**src/rtl/ramp_dly_pkg.sv**
```systemverilog
package ramp_dly_pkg;
  typedef enum logic [1:0] {
    ST_IDLE  = 2'd0,
    ST_START = 2'd1,
    ST_RUN   = 2'd2,
    ST_GAP   = 2'd3
  } dly_state_e;
endpackage

```
**src/rtl/ramp_dly_prescaler.sv**
```systemverilog
module ramp_dly_prescaler #(
  parameter int unsigned PW = 12
) (
  input  logic          clk_i,
  input  logic          rst_ni,
  input  logic          clr_i,
  input  logic          en_i,
  input  logic [PW-1:0] div_i,
  output logic          tick_o
);
  logic [PW-1:0] pcnt_q;
  logic [PW:0]   pcnt_inc;

  assign pcnt_inc = {1'b0, pcnt_q} + 1'b1;
  // div of 0 or 1 ticks every cycle
  assign tick_o   = en_i && (pcnt_inc >= {1'b0, div_i});

  always_ff @(posedge clk_i or negedge rst_ni) begin
    if (!rst_ni)       pcnt_q <= '0;
    else if (clr_i)    pcnt_q <= '0;
    else if (en_i)     pcnt_q <= tick_o ? '0 : pcnt_inc[PW-1:0];
  end

  AST_PRESC_WRAP: assert property (@(posedge clk_i) disable iff (!rst_ni)
    (tick_o && !clr_i) |=> (pcnt_q == '0));
endmodule

```
**src/rtl/ramp_dly_counter.sv**
```systemverilog
module ramp_dly_counter #(
  parameter int unsigned DW = 12
) (
  input  logic          clk_i,
  input  logic          rst_ni,
  input  logic          load_i,
  input  logic [DW-1:0] word_i,
  input  logic          en_i,
  output logic          done_o
);
  logic [DW-1:0] cnt_q;

  assign done_o = en_i && (cnt_q == DW'(1));

  always_ff @(posedge clk_i or negedge rst_ni) begin
    if (!rst_ni)                    cnt_q <= '0;
    else if (load_i)                cnt_q <= word_i;
    else if (en_i && cnt_q != '0)   cnt_q <= cnt_q - 1'b1;
  end

  AST_LOAD_WORD: assert property (@(posedge clk_i) disable iff (!rst_ni)
    load_i |=> (cnt_q == $past(word_i)));
endmodule

```
**src/rtl/ramp_dly_fsm.sv**
```systemverilog
module ramp_dly_fsm
  import ramp_dly_pkg::*;
#(
  parameter int unsigned DW = 12
) (
  input  logic          clk_i,
  input  logic          rst_ni,
  input  logic          start_i,
  input  logic          end_i,
  input  logic          start_en_i,
  input  logic          gap_en_i,
  input  logic [DW-1:0] word_i,
  input  logic          done_i,
  output logic          load_o,
  output logic          in_dly_o,
  output logic          run_o,
  output logic          first_o
);
  dly_state_e state_q, state_d;
  logic       first_q;
  logic       word_nz;

  assign word_nz = (word_i != '0);

  always_comb begin
    state_d = state_q;
    if (!start_i) state_d = ST_IDLE;
    else begin
      unique case (state_q)
        ST_IDLE:  state_d = (start_en_i && word_nz) ? ST_START : ST_RUN;
        ST_START: if (done_i) state_d = ST_RUN;
        ST_RUN:   if (end_i && gap_en_i && word_nz) state_d = ST_GAP;
        ST_GAP:   if (done_i) state_d = ST_RUN;
        default:  state_d = ST_IDLE;
      endcase
    end
  end

  assign load_o   = ((state_d == ST_START) && (state_q != ST_START)) ||
                    ((state_d == ST_GAP)   && (state_q != ST_GAP));
  assign in_dly_o = (state_q == ST_START) || (state_q == ST_GAP);
  assign run_o    = (state_q == ST_RUN);
  assign first_o  = first_q;

  always_ff @(posedge clk_i or negedge rst_ni) begin
    if (!rst_ni) begin
      state_q <= ST_IDLE;
      first_q <= 1'b1;
    end else begin
      state_q <= state_d;
      if (state_q == ST_IDLE)          first_q <= 1'b1;
      else if (in_dly_o && done_i)     first_q <= 1'b0;
    end
  end

  AST_ZERO_SKIP: assert property (@(posedge clk_i) disable iff (!rst_ni)
    (state_q == ST_IDLE && start_i && !word_nz) |=> (state_q == ST_RUN));
  AST_NO_START_DLY: assert property (@(posedge clk_i) disable iff (!rst_ni)
    (state_q == ST_IDLE && start_i && !start_en_i) |=> (state_q == ST_RUN));
  AST_GAP_OFF: assert property (@(posedge clk_i) disable iff (!rst_ni)
    (state_q == ST_RUN && start_i && !gap_en_i) |=> (state_q == ST_RUN));
  AST_DLY_EXIT: assert property (@(posedge clk_i) disable iff (!rst_ni)
    (in_dly_o && done_i && start_i) |=> (state_q == ST_RUN));
endmodule

```
**src/rtl/ramp_delay_ctrl.sv**
```systemverilog
module ramp_delay_ctrl #(
  parameter int unsigned DW = 12,
  parameter int unsigned PW = 12
) (
  input  logic          clk_i,
  input  logic          rst_ni,
  input  logic [DW-1:0] delay_word_i,
  input  logic          start_dly_en_i,
  input  logic          gap_dly_en_i,
  input  logic          fast_lock_en_i,
  input  logic          presc_sel_i,
  input  logic [PW-1:0] presc_div_i,
  input  logic          ramp_start_i,
  input  logic          ramp_end_i,
  output logic          ramp_run_o,
  output logic          fast_lock_o
);
  logic load, in_dly, first, done, presc_tick, unit_tick;

  ramp_dly_fsm #(.DW(DW)) u_fsm (
    .clk_i      (clk_i),
    .rst_ni     (rst_ni),
    .start_i    (ramp_start_i),
    .end_i      (ramp_end_i),
    .start_en_i (start_dly_en_i),
    .gap_en_i   (gap_dly_en_i),
    .word_i     (delay_word_i),
    .done_i     (done),
    .load_o     (load),
    .in_dly_o   (in_dly),
    .run_o      (ramp_run_o),
    .first_o    (first)
  );

  ramp_dly_prescaler #(.PW(PW)) u_presc (
    .clk_i  (clk_i),
    .rst_ni (rst_ni),
    .clr_i  (load),
    .en_i   (in_dly),
    .div_i  (presc_div_i),
    .tick_o (presc_tick)
  );

  assign unit_tick = in_dly && (presc_sel_i ? presc_tick : 1'b1);

  ramp_dly_counter #(.DW(DW)) u_cnt (
    .clk_i  (clk_i),
    .rst_ni (rst_ni),
    .load_i (load),
    .word_i (delay_word_i),
    .en_i   (unit_tick),
    .done_o (done)
  );

  assign fast_lock_o = fast_lock_en_i && first && in_dly;

  AST_FL_NOT_RUN: assert property (@(posedge clk_i) disable iff (!rst_ni)
    fast_lock_o |-> !ramp_run_o);
  AST_STOP: assert property (@(posedge clk_i) disable iff (!rst_ni)
    !ramp_start_i |=> (!ramp_run_o && !fast_lock_o));
endmodule

```
**config.mk**
```make
export PLATFORM = sky130hd
export DESIGN_NAME = ramp_delay_ctrl
export DESIGN_NICKNAME = d
export VERILOG_FILES = /design/src/rtl/ramp_dly_pkg.sv /design/src/rtl/ramp_dly_prescaler.sv /design/src/rtl/ramp_dly_counter.sv /design/src/rtl/ramp_dly_fsm.sv /design/src/rtl/ramp_delay_ctrl.sv
export SDC_FILE = /design/constraint.sdc
export NUM_CORES = 1
export LEC_CHECK = 0
export BUFFER_PORTS_ARGS = -buffer_cell sky130_fd_sc_hd__buf_4
export CAP_MARGIN = 0
export CORE_ASPECT_RATIO = 1.75
export CORE_UTILIZATION = 53
export CTS_BUF_LIST = sky130_fd_sc_hd__clkbuf_8
export DETAILED_ROUTE_END_ITERATION = 10
export PLACE_DENSITY_LB_ADDON = 0.12
export SYNTH_ARGS = -nofsm -noshare
export SYNTH_HDL_FRONTEND = slang
export SYNTH_SLANG_ARGS = --single-unit
```
**constraint.sdc**
```tcl
create_clock -name clk_i -period 3 [get_ports clk_i]
set_input_delay 0 -clock clk_i [delete_from_list [all_inputs] [get_ports clk_i]]
set_output_delay 0 -clock clk_i [all_outputs]
set_load 0.01 [all_outputs]
```
==> results.py <==
metrics = {
    "timing": {
        "hold_viol_final": 0,
        "slew_headroom_pct": 65.4,
        "final_layout_worst_hold_slack_ps": 7.76,
        "post-route-min-period_ps": 3050,
        "setup_repair_after_global_routing_missed_its_margin": "yes",
        "finalSetupViolations": 2,
        "finalMaxSlewViolations": 0,
        "post-route-worst-setup-slack_ps": -51.7,
        "max_clock_freq_ghz": 0.328,
        "final_period_util_pct": 102,
        "worst_clock_skew_ps": 2.16,
        "worstMarginPinSlew_ps": 519,
    },
    "die": {
        "floorplan.initialDensity_pct": 56.4,
        "die_area_um2": 4160,
        "die_h_um": 84.6,
        "core_area_um2": 3660,
        "placement_rows": 29,
        "floorplan.io_pins": 34,
        "die_w_um": 49.2,
    },
    "outcome": {
        "outcome": "complete, but fails checks",
        "failing_checks": "setup timing",
    },
    "cts": {
        "cts_max_level": 1,
        "cts.reportedPaths.clkPinSlew_ps": 90,
        "tritoncts": "yes",
        "max_root_sink_buffers": 2,
        "clk_latency_ps": 270,
        "cts.root.buffer_cell": "clkbuf_8",
        "cts_sinks": 27,
        "tritoncts.num_buffers": 3,
    },
    "logic_synthesis": {
        "leading_cell_types_by_total_area_after_synthesis": "dfrtp_1 31%, ha_1 9.1%, nand3_1 5.1%",
        "ys_warn_count": 0,
        "yosys.cell_count.top_type": "dfrtp_1",
        "netlist_area_um2": 2070,
        "netlist_top_cells_count": "26 x dfrtp_1, 21 x nand3_1, 18 x nor2_1, 17 x inv_1",
        "synth_enable_flop_cells": 0,
        "postSynthNetCount": 280,
        "postSynthRegisterBits": 27,
        "synth_seq_area_share_pct": 32.7,
        "asyncSetResetFlopFracSynth_pct": 100,
        "synth_cell_type_count": 51,
        "synth_largest_area_cell": "dfrtp_1",
        "yosys_most_used_dff": "dfrtp_1",
        "netlist.area_leader.share_pct": 31.5,
        "synth.avg_cell_area_um2": 8.87,
        "post_synth_inst_count": 233,
    },
    "grt": {
        "grt_start_max_net_pins": 28,
        "grt_antenna_before_repair": 0,
        "grt_pass1_vias": 2021,
        "globalRouteTotalUtil_pct": 26.5,
        "globalRouteOverflowTotal": 0,
        "grt_first_pass_wirelength_mm": 8.59,
    },
    "detailed_routing": {
        "first_pass_iters": 4,
        "drc": 0,
        "vias_per_cell": 6.12,
        "via_count": 2068,
        "routed_wl_mm": 5.57,
        "routedWlPerCell_um": 16.5,
        "first_iter_violations": 67,
        "antenna_violating_nets_post_route": 0,
    },
    "hold_path": {
        "hold-path-endpoint": "u_cnt.cnt_q[6]$_DFFE_PN0P_",
        "min-delay-start": "delay_word_i[6]",
        "min_delay_path_depth": 3,
        "class_of_the_worst_hold_path": "in -> reg",
    },
    "pwr": {
        "vdd_drop_max_v": 0.000437,
        "power_per_cell_area_nw_per_um2": 438,
        "totalPowerFinal_w": 0.00120,
        "p_leak_nw": 1.26,
    },
    "critical_path": {
        "worst-endpoint-arrival_ps": 3240,
        "critical_path.reg2reg.startpoint": "u_presc.pcnt_q[1]$_DFFE_PN0P_",
        "regToRegSetupSlack_ps": -50,
        "worstSetupPathType": "reg -> reg",
        "required_ps": 3190,
        "endpoint_kind": "flop",
        "timing.reg2reg.worst_path_depth": 12,
        "timing.critical_path.fanout_max": 5,
        "critical_path.startpoint_type": "flop",
        "critical_path.reg2reg.endpoint": "u_cnt.cnt_q[11]$_DFFE_PN0P_",
    },
    "final_layout": {
        "postLayoutCellArea_um2": 2740,
        "nets": 340,
        "multi_input_comb_area_um2": 1390,
        "area_growth_pct": 32.7,
        "seq_area_um2": 678,
        "final.fill_count": 297,
        "drive_gt1_share_pct": 32.2,
        "antenna_cell_count": 0,
        "finish.cell_count_without_fillers": 338,
    },
    "place": {
        "detailedPlacementHpwl_mm": 3.89,
        "placed_area_um2": 2450,
        "io_buffer_count": 33,
        "routabilityCongestion": 0.872,
        "placedCellCount": 319,
    },
    "flow_run": {
        "drv.max_cap_violation_count": 0,
    },
}
[kinds of logic (layout without fill, tap and decap cells)]
group                    after synthesis  after routing  synth area share, %
AO/OA/AOI/OAI                         51             51                 16.9
flip-flops                            27             27                 32.7
adder cells (fa/ha/maj)               15             15                 9.08
buffers and inverters                 27             85                 6.23
AND/OR/NAND/NOR                      103            104                 30.8
XOR/XNOR                              10             10                 4.24
[per-stage QoR]
stage	utilization [%]	setup TNS (ps)	worst slack [ps]
3_5_place_dp	66.8	-290	-82.5
6_report	74.8	-60.0	-51.7
2_1_floorplan	-	0	73.7
5_1_grt	74.8	-1420	-164
4_1_cts	69.8	0	10.1
3_3_place_gp	66.8	-32.0	-15.7
[metal layers]
| metal | up-vias | global-route usage [%] | share of wire (%) |
|---|---|---|---|
| li1 | 989 | - | - |
| met1 | 1012 | 27.9 | 38 |
| met4 | 0 | 15.0 | 2.7 |
| met2 | 56 | 50.2 | 57 |
| met3 | 11 | 1.27 | 2.3 |
| met5 | - | 0 | 0 |
[where the power goes]
part	leakage, nW	switching [W]	internal (W)
logic	0.902	0.000223	0.000234
registers	0.331	0.000105	0.000434
clock network	0.0255	0.000111	0.0000930
total	1.26	0.000440	0.000761
[cells in the final DEF (no fill, tap or decap), types with 2 or more instances in the layout]
| cell type | Yosys | routed |
|---|---|---|
| buf_4 | 0 | 59 |
| dfrtp_1 | 26 | 25 |
| nand3_1 | 21 | 18 |
| inv_1 | 17 | 17 |
| nor2_1 | 18 | 17 |
| nand2_1 | 16 | 16 |
| a21oi_1 | 16 | 15 |
| ha_1 | 15 | 14 |
| a31oi_1 | 12 | 12 |
| nor4_1 | 8 | 8 |
| xnor2_1 | 6 | 5 |
| or3_1 | 5 | 5 |
| or4b_1 | 5 | 5 |
| nand3_2 | 2 | 4 |
| xor2_1 | 4 | 4 |
| o21ai_0 | 4 | 4 |
| nor3_1 | 4 | 4 |
| o41ai_2 | 1 | 4 |
| and3_1 | 3 | 3 |
| nor2b_1 | 3 | 3 |
| nand4_1 | 3 | 3 |
| o21ai_1 | 3 | 3 |
| clkbuf_8 | 0 | 3 |
| dlygate4sd3_1 | 0 | 3 |
| nor2_4 | 0 | 2 |
| nor4b_4 | 1 | 2 |
| nand2b_1 | 2 | 2 |
| nand3b_1 | 2 | 2 |
| o31ai_1 | 2 | 2 |
[worst max-delay path, stage by stage, from the launching register on]
cell	delay, ps
dfrtp_1	450
ha_4	210
buf_4	130
xor2_1	150
ha_1	300
nand3_1	120
o221a_2	320
nor4_4	230
buf_4	180
nor4b_4	50
buf_4	160
or4b_1	510
a31oi_1	170
[registers in the layout (all words and copies together), names as in the netlist]
| signal | flops |
|---|---|
| u_fsm.first_o | 1 |
| u_fsm.state_q | 2 |
| u_presc.pcnt_q | 12 |
| u_cnt.cnt_q | 12 |
[what timing repair did]
item | in CTS | in global routing
gates cloned | 0 | 1
setup buffers | 1 | 11
endpoints found under the hold margin | 29 | 0
pin swaps | 0 | 22
resized for setup | 5 | 16
endpoints found under the setup margin | 8 | 24
hold buffers | 3 | 0
[cell type report]
cell class	count	area share (%)
Clock inverter	1	0.182
Sequential cell	27	24.7
Clock buffer	3	1.51
Tap cell	46	2.10
Inverter	17	2.33
Multi-Input combinational cell	180	50.8
Timing Repair Buffer	64	18.4
[worst max path at each step]
stage	startpoint	end
after CTS	u_presc.pcnt_q[1]$_DFFE_PN0P_	u_cnt.cnt_q[8]$_DFFE_PN0P_
final	u_presc.pcnt_q[1]$_DFFE_PN0P_	u_cnt.cnt_q[11]$_DFFE_PN0P_
after global placement	u_presc.pcnt_q[4]$_DFFE_PN0P_	u_cnt.cnt_q[8]$_DFFE_PN0P_
after global routing	u_presc.pcnt_q[1]$_DFFE_PN0P_	u_cnt.cnt_q[7]$_DFFE_PN0P_
after detailed placement	u_presc.pcnt_q[4]$_DFFE_PN0P_	u_cnt.cnt_q[11]$_DFFE_PN0P_
after floorplan	u_presc.pcnt_q[0]$_DFFE_PN0P_	u_fsm.state_q[0]$_DFF_PN0_
Power figures use the tool's default switching activity.
